===== src/rtl/addr3d_pkg.sv =====
package addr3d_pkg;

    localparam int ADDR_W = 32;
    localparam int CNT_W  = 16;
    localparam int IDX_W  = 16;
    localparam int NSIDE  = 2;

    typedef logic [ADDR_W-1:0]        addr_t;
    typedef logic [CNT_W-1:0]         cnt_t;
    typedef logic signed [IDX_W-1:0]  idx_t;

    // Packed pair of frame offsets: destination in the upper half.
    typedef struct packed {
        idx_t dst;
        idx_t src;
    } cidx_pair_t;

    // Frame-count word: upper half unused.
    typedef struct packed {
        logic [CNT_W-1:0] unused;
        cnt_t             frames;
    } ccnt_word_t;

    typedef struct packed {
        logic arr;
        logic frm;
        logic blk;
    } end_flags_t;

    typedef enum logic {
        ST_IDLE = 1'b0,
        ST_RUN  = 1'b1
    } run_state_t;

    function automatic addr_t add_off(addr_t base, idx_t off);
        addr_t ext;
        ext = addr_t'({{(ADDR_W-IDX_W){off[IDX_W-1]}}, off});
        return base + ext;
    endfunction

endpackage


===== src/rtl/addr3d_cnt.sv =====
module addr3d_cnt
    import addr3d_pkg::*;
(
    input  logic clk,
    input  logic rst,
    input  logic load,
    input  logic step,
    input  cnt_t a_lim,
    input  cnt_t b_lim,
    input  cnt_t c_lim,
    output end_flags_t flags_raw
);
    cnt_t a_i, b_i, c_i;
    cnt_t a_max, b_max, c_max;
    logic last_a, last_b, last_c;

    assign last_a = (a_i == a_max);
    assign last_b = (b_i == b_max);
    assign last_c = (c_i == c_max);

    assign flags_raw.arr = last_a;
    assign flags_raw.frm = last_a & last_b;
    assign flags_raw.blk = last_a & last_b & last_c;

    always_ff @(posedge clk) begin
        if (rst) begin
            a_i   <= '0;
            b_i   <= '0;
            c_i   <= '0;
            a_max <= '0;
            b_max <= '0;
            c_max <= '0;
        end else if (load) begin
            a_i   <= '0;
            b_i   <= '0;
            c_i   <= '0;
            a_max <= a_lim - cnt_t'(1);
            b_max <= b_lim - cnt_t'(1);
            c_max <= c_lim - cnt_t'(1);
        end else if (step) begin
            if (!last_a) begin
                a_i <= a_i + cnt_t'(1);
            end else begin
                a_i <= '0;
                if (!last_b) begin
                    b_i <= b_i + cnt_t'(1);
                end else begin
                    b_i <= '0;
                    if (!last_c) begin
                        c_i <= c_i + cnt_t'(1);
                    end else begin
                        c_i <= '0;
                    end
                end
            end
        end
    end
endmodule


===== src/rtl/addr3d_side.sv =====
module addr3d_side
    import addr3d_pkg::*;
(
    input  logic  clk,
    input  logic  rst,
    input  logic  load,
    input  logic  step,
    input  logic  arr_end,
    input  logic  frm_end,
    input  addr_t start_addr,
    input  idx_t  b_off,
    input  idx_t  c_off,
    output addr_t addr
);
    addr_t cur_q, arr_base_q, frm_base_q;
    idx_t  b_q, c_q;
    addr_t next_arr, next_frm;

    assign next_arr = add_off(arr_base_q, b_q);
    assign next_frm = add_off(frm_base_q, c_q);
    assign addr     = cur_q;

    always_ff @(posedge clk) begin
        if (rst) begin
            cur_q      <= '0;
            arr_base_q <= '0;
            frm_base_q <= '0;
            b_q        <= '0;
            c_q        <= '0;
        end else if (load) begin
            cur_q      <= start_addr;
            arr_base_q <= start_addr;
            frm_base_q <= start_addr;
            b_q        <= b_off;
            c_q        <= c_off;
        end else if (step) begin
            if (frm_end) begin
                frm_base_q <= next_frm;
                arr_base_q <= next_frm;
                cur_q      <= next_frm;
            end else if (arr_end) begin
                arr_base_q <= next_arr;
                cur_q      <= next_arr;
            end else begin
                cur_q <= cur_q + addr_t'(1);
            end
        end
    end
endmodule


===== src/rtl/addr3d_gen.sv =====
module addr3d_gen
    import addr3d_pkg::*;
(
    input  logic                clk,
    input  logic                rst,
    input  logic                start,
    input  logic                beat_rdy,
    input  logic [ADDR_W-1:0]   src_start,
    input  logic [ADDR_W-1:0]   dst_start,
    input  logic [CNT_W-1:0]    acnt,
    input  logic [CNT_W-1:0]    bcnt,
    input  logic [2*CNT_W-1:0]  ccnt_word,
    input  logic [IDX_W-1:0]    src_bidx,
    input  logic [IDX_W-1:0]    dst_bidx,
    input  logic [2*IDX_W-1:0]  cidx_word,
    output logic                busy,
    output logic [ADDR_W-1:0]   src_addr,
    output logic [ADDR_W-1:0]   dst_addr,
    output logic                end_arr,
    output logic                end_frm,
    output logic                end_blk,
    output logic                done,
    output logic                cfg_err
);
    run_state_t state_q;
    ccnt_word_t ccw;
    cidx_pair_t cpair;
    end_flags_t raw_flags;
    logic zero_cfg, start_idle, load, beat;

    addr_t side_start [NSIDE];
    idx_t  side_b     [NSIDE];
    idx_t  side_c     [NSIDE];
    addr_t side_addr  [NSIDE];

    assign ccw   = ccnt_word_t'(ccnt_word);
    assign cpair = cidx_pair_t'(cidx_word);

    assign zero_cfg   = (acnt == '0) || (bcnt == '0) || (ccw.frames == '0);
    assign start_idle = start && (state_q == ST_IDLE);
    assign load       = start_idle && !zero_cfg;
    assign busy       = (state_q == ST_RUN);
    assign beat       = busy && beat_rdy;

    assign end_arr = busy && raw_flags.arr;
    assign end_frm = busy && raw_flags.frm;
    assign end_blk = busy && raw_flags.blk;

    addr3d_cnt u_cnt (
        .clk       (clk),
        .rst       (rst),
        .load      (load),
        .step      (beat),
        .a_lim     (acnt),
        .b_lim     (bcnt),
        .c_lim     (ccw.frames),
        .flags_raw (raw_flags)
    );

    assign side_start[0] = src_start;
    assign side_b[0]     = src_bidx;
    assign side_c[0]     = cpair.src;
    assign side_start[1] = dst_start;
    assign side_b[1]     = dst_bidx;
    assign side_c[1]     = cpair.dst;

    for (genvar s = 0; s < NSIDE; s++) begin : g_side
        addr3d_side u_side (
            .clk        (clk),
            .rst        (rst),
            .load       (load),
            .step       (beat),
            .arr_end    (raw_flags.arr),
            .frm_end    (raw_flags.frm),
            .start_addr (side_start[s]),
            .b_off      (side_b[s]),
            .c_off      (side_c[s]),
            .addr       (side_addr[s])
        );
    end

    assign src_addr = side_addr[0];
    assign dst_addr = side_addr[1];

    always_ff @(posedge clk) begin
        if (rst) begin
            state_q <= ST_IDLE;
            done    <= 1'b0;
            cfg_err <= 1'b0;
        end else begin
            done    <= beat && raw_flags.blk;
            cfg_err <= start_idle && zero_cfg;
            if (load) begin
                state_q <= ST_RUN;
            end else if (beat && raw_flags.blk) begin
                state_q <= ST_IDLE;
            end
        end
    end
endmodule


===== config.mk =====
export PLATFORM = sky130hd
export DESIGN_NAME = addr3d_gen
export DESIGN_NICKNAME = d
export VERILOG_FILES = /design/src/rtl/addr3d_pkg.sv /design/src/rtl/addr3d_cnt.sv /design/src/rtl/addr3d_side.sv /design/src/rtl/addr3d_gen.sv
export SDC_FILE = /design/constraint.sdc
export NUM_CORES = 1
export LEC_CHECK = 0
export BUFFER_PORTS_ARGS = -buffer_cell sky130_fd_sc_hd__buf_2
export CELL_PAD_IN_SITES_DETAIL_PLACEMENT = 0
export CELL_PAD_IN_SITES_GLOBAL_PLACEMENT = 1
export CORE_MARGIN = 5
export CORE_UTILIZATION = 40
export DETAILED_ROUTE_END_ITERATION = 6
export HOLD_SLACK_MARGIN = 0.06
export PLACE_DENSITY_LB_ADDON = 0.1
export REMOVE_ABC_BUFFERS = 1
export SETUP_SLACK_MARGIN = 0.5
export SLEW_MARGIN = 30
export SYNTH_ARGS = -nofsm -noshare
export SYNTH_HDL_FRONTEND = slang
export SYNTH_SLANG_ARGS = --single-unit

===== constraint.sdc =====
create_clock -name clk -period 3.4 [get_ports clk]
set_input_delay 0.51 -clock clk [delete_from_list [all_inputs] [get_ports clk]]
set_output_delay 0.51 -clock clk [all_outputs]
set_load 0.01 [all_outputs]

==> out/results.ini <==
[run_status]
status = finished, final reports clean

[grt]
grt_use_total_pct = 27.1
antenna_violations_before_repair = 0
wire_length_of_the_first_global_routing_pass_um = 140000
grt_ovf = 0
largest_net_degree_at_the_start_of_global_routing = 155
grt_pass1_vias = 24400

[sta]
whs_ns = 0.133
setup_viol_count_final = 0
fmax_mhz = 339
unrepaired_setup_endpoints_after_global_routing = yes
final_max_slew_viol_count = 0
final_hold_viol_count = 0
fin_crit_sh_pct = 86.7
final.setup.worst_slack_ns = 0.452
period_needed_ns = 2.95
max_slew.worst_pin.slew_ns = 0.910
finalClockSkew_ns = 0.0203
worst_slew_margin_relative_to_its_limit_pct = 39.3

[yosys]
cell_taking_the_most_area_after_synthesis = sky130_fd_sc_hd__dfxtp_1
yosys.area_share.xor_xnor_pct = 9.63
synth_top_area_share_pct = 29.6
synth.distinct_cells = 74
synth_top_family_by_area = compound AO/OA/AOI/OAI gates
post_synth.cell_area_avg_um2 = 7.47
synth_edf_count = 0
post_synth_fa_ha_maj_area_fraction_pct = 7.21
yosys-top-cells-area = sky130_fd_sc_hd__dfxtp_1 30%, sky130_fd_sc_hd__a21oi_1 7.0%, sky130_fd_sc_hd__nand2_1 6.9%, sky130_fd_sc_hd__ha_1 6.9%, sky130_fd_sc_hd__nor2_1 6.1%
synth_area_in_compound_gates_pct = 25.6
most_used_dff_post_synth = sky130_fd_sc_hd__dfxtp_1
synth_top_cells_by_count = 444 x sky130_fd_sc_hd__nand2_1, 387 x sky130_fd_sc_hd__nor2_1, 355 x sky130_fd_sc_hd__dfxtp_1
synth_async_reset_ratio_pct = 0
netlist_instances = 3216
synth_seq_area_share_pct = 29.6
muxShareOfSynthArea_pct = 1.40
ys_warns = 0
synth_simple_gate_area_share_pct = 22.4
synth_seq_cells = 355
mappedNetlistArea_um2 = 24000
top_count_cell_post_synth = sky130_fd_sc_hd__nand2_1

[cts]
numClockSinks = 355
cts_tree = done
worst_skew_pair.late_latency_ns = 0.59
clk_tree_root_cell = sky130_fd_sc_hd__clkbuf_16
cts.path.max_buffers = 3
htree_num_levels = 2
cts_buffers = 44
clk_transition_reported_paths_ns = 0.06

[finish]
final_net_count = 3861
finish.utilization_pct = 51.2
drive_above_1_share_pct = 22.3
syn_to_final_growth_pct = 26.4
antennaDiodeCount = 0
nFillCells = 5899
count_of_placed_standard_cells_in_the_final_layout_fillers_left_out = 4336

[power_and_ir_drop]
power_mw = 12.9
power-per-cell-area_nw_per_um2 = 424
leakagePower_nw = 12.8
vdd_ir_drop_max_uv = 312

[worst_setup_path]
criticalPathCategory = reg -> reg
timing.critical_path.max_delay_family = compound AO/OA/AOI/OAI gates
worstSetupStartpointType = register
critPathSlowestCell = sky130_fd_sc_hd__fa_2
worst_path_most_repeated_cell = sky130_fd_sc_hd__buf_4
endpoint_arrival_time_on_the_critical_path_ns = 3.41
worst_path_largest_cell_delay_ns = 0.40
timing.critical_path.cells = ha_4 > fa_2 > a211oi_4 > o211ai_1 > a21oi_1 > buf_4 > nor4_4 > o31ai_2 > buf_4 > mux2i_2 > a31oi_1 > a211oi_2 > nor3_1
number_of_buffer_and_inverter_stages_on_the_critical_path = 2
worst_reg_to_reg_setup_slack_ns = 0.45
end_kind = register
path_max_fanout = 4
critPathRequiredTime_ns = 3.86

[floorplan]
floorplan.die.height_um = 255
die_w_um = 255
placement_rows = 89
core_region_area_um2 = 59200
floorplan.io_pins = 266
effective_utilization_at_floorplan_pct = 40.5
die_area_um2 = 65000

[route]
initial_drt_markers = 1810
post-route-drc-count = 0
routedWlPerCell_um = 21.4
drt-vias-per-instance = 5.82
num_vias = 25200
ant_nets = 0
wl_um = 92700
drtPass1Iterations = 5

[worst_hold_path]
hp-class = in -> reg

[job]
drv.max_cap_violation_count = 0

[placed_design]
dp_hpwl_um = 67300
place_worst_setup_slack_ns = -0.229
portBuffers = 249
routabilityCongestion = 0.907
placed_cells_incl_taps = 4219

==> placed cells by master (no fill, tap or decap), types with 12 or more instances in the layout <==
cell / n
sky130_fd_sc_hd__o21ai_0: 166
sky130_fd_sc_hd__mux2i_1: 25
sky130_fd_sc_hd__buf_2: 247
sky130_fd_sc_hd__nand3_1: 87
sky130_fd_sc_hd__and3_1: 27
sky130_fd_sc_hd__nor4_1: 22
sky130_fd_sc_hd__xor2_1: 142
sky130_fd_sc_hd__buf_12: 17
sky130_fd_sc_hd__ha_4: 17
sky130_fd_sc_hd__and2_1: 21
sky130_fd_sc_hd__o211ai_1: 36
sky130_fd_sc_hd__a21oi_2: 19
sky130_fd_sc_hd__o21ai_1: 14
sky130_fd_sc_hd__or3_1: 16
sky130_fd_sc_hd__a211oi_1: 68
sky130_fd_sc_hd__ha_1: 102
sky130_fd_sc_hd__a31oi_1: 43
sky130_fd_sc_hd__buf_4: 184
sky130_fd_sc_hd__nor3_1: 47
sky130_fd_sc_hd__a211oi_2: 12
sky130_fd_sc_hd__dfxtp_1: 336
sky130_fd_sc_hd__a221oi_1: 13
sky130_fd_sc_hd__nor2_2: 12
sky130_fd_sc_hd__clkbuf_16: 44
sky130_fd_sc_hd__nor2_1: 371
sky130_fd_sc_hd__a21oi_1: 309
sky130_fd_sc_hd__inv_1: 46
sky130_fd_sc_hd__ha_2: 13
sky130_fd_sc_hd__a311oi_1: 24
sky130_fd_sc_hd__buf_6: 13
sky130_fd_sc_hd__o21a_1: 25
sky130_fd_sc_hd__a21o_1: 62
sky130_fd_sc_hd__nand4_1: 54
sky130_fd_sc_hd__o21bai_1: 22
sky130_fd_sc_hd__dfxtp_2: 15
sky130_fd_sc_hd__xnor2_1: 103
sky130_fd_sc_hd__nand2_1: 436
==> sequential cells by signal, summed over array words and instances, names as in the netlist <==
signal	cells
busy	1
u_cnt.b_i	16
cfg_err	1
u_cnt.c_max	16
u_cnt.a_max	16
g_side.u_side.c_q	32
done	1
g_side.u_side.b_q	32
u_cnt.c_i	16
g_side.u_side.addr	64
g_side.u_side.frm_base_q	64
g_side.u_side.arr_base_q	64
u_cnt.a_i	16
u_cnt.b_max	16
==> layer usage <==
metal	share of wire, %	wire length [µm]	up-vias	global-route usage [%]
met3	6.9	6440	148	5.12
met2	46	42500	791	44.4
met5	0	0	-	0
met4	2.7	2540	0	7.11
li1	-	-	12200	-
met1	44	41300	12100	37.0
==> cells by family (layout without fill, tap and decap cells) <==
logic type / after synthesis / in the layout
AND/OR/NAND/NOR: 1206 / 1206
buffers and inverters: 244 / 591
XOR/XNOR: 264 / 264
multiplexers: 33 / 33
AO/OA/AOI/OAI: 978 / 978
flip-flops: 355 / 355
adder cells (fa/ha/maj): 136 / 136
==> metrics by stage <==
stage	TNS [ns]	instance area, µm²
after floorplan	-919.84	23200
after global routing	0	30400
after CTS	0	29100
after detailed placement	-0.748	27000
final	0	30400
after global placement	-0.793	27000
==> power breakdown <==
| group | leakage (nW) | switching [mW] | internal [mW] |
|---|---|---|---|
| Clock | 0.760 | 2.01 | 3.14 |
| Sequential | 2.93 | 0.293 | 4.45 |
| Combinational | 9.08 | 1.75 | 1.21 |
==> cell type report <==
class                      instances  area (µm²)  share of cell area [%]
timing repair buffer             463        3170                    10.4
tap                              773         967                    3.19
clock buffer                      60        1220                    4.02
sequential                       355        7140                    23.5
clock inverter                    20         343                    1.13
multi-input combinational       2617       17300                    57.1
inverter                          48         180                   0.594
==> worst paths after layout <==
kind                                               from                         endpoint  cells after the start
worst max-delay path            g_side[1].u_side.c_q[0]  g_side[1].u_side.arr_base_q[30]                     13
worst min-delay path                            acnt[0]                   u_cnt.a_max[0]                      2
worst max register to register  g_side[1].u_side.c_q[0]  g_side[1].u_side.arr_base_q[30]                     13
worst min register to register  g_side[1].u_side.c_q[8]          g_side[1].u_side.c_q[8]                      2
==> timing repair <==
action,CTS,global route
setup buffers,14,21
gates cloned,2,0
pin swaps,40,77
resized for setup,102,223
hold buffers,0,0
setup endpoints to repair,101,136
==> worst register-to-register path, cell delays in order, from the launching register on <==
cell	delay, ns
sky130_fd_sc_hd__dfxtp_2	0.33
sky130_fd_sc_hd__ha_4	0.16
sky130_fd_sc_hd__fa_2	0.40
sky130_fd_sc_hd__a211oi_4	0.25
sky130_fd_sc_hd__o211ai_1	0.19
sky130_fd_sc_hd__a21oi_1	0.19
sky130_fd_sc_hd__buf_4	0.16
sky130_fd_sc_hd__nor4_4	0.05
sky130_fd_sc_hd__o31ai_2	0.25
sky130_fd_sc_hd__buf_4	0.20
sky130_fd_sc_hd__mux2i_2	0.24
sky130_fd_sc_hd__a31oi_1	0.13
sky130_fd_sc_hd__a211oi_2	0.19
sky130_fd_sc_hd__nor3_1	0.07
Power figures use the tool's default switching activity.
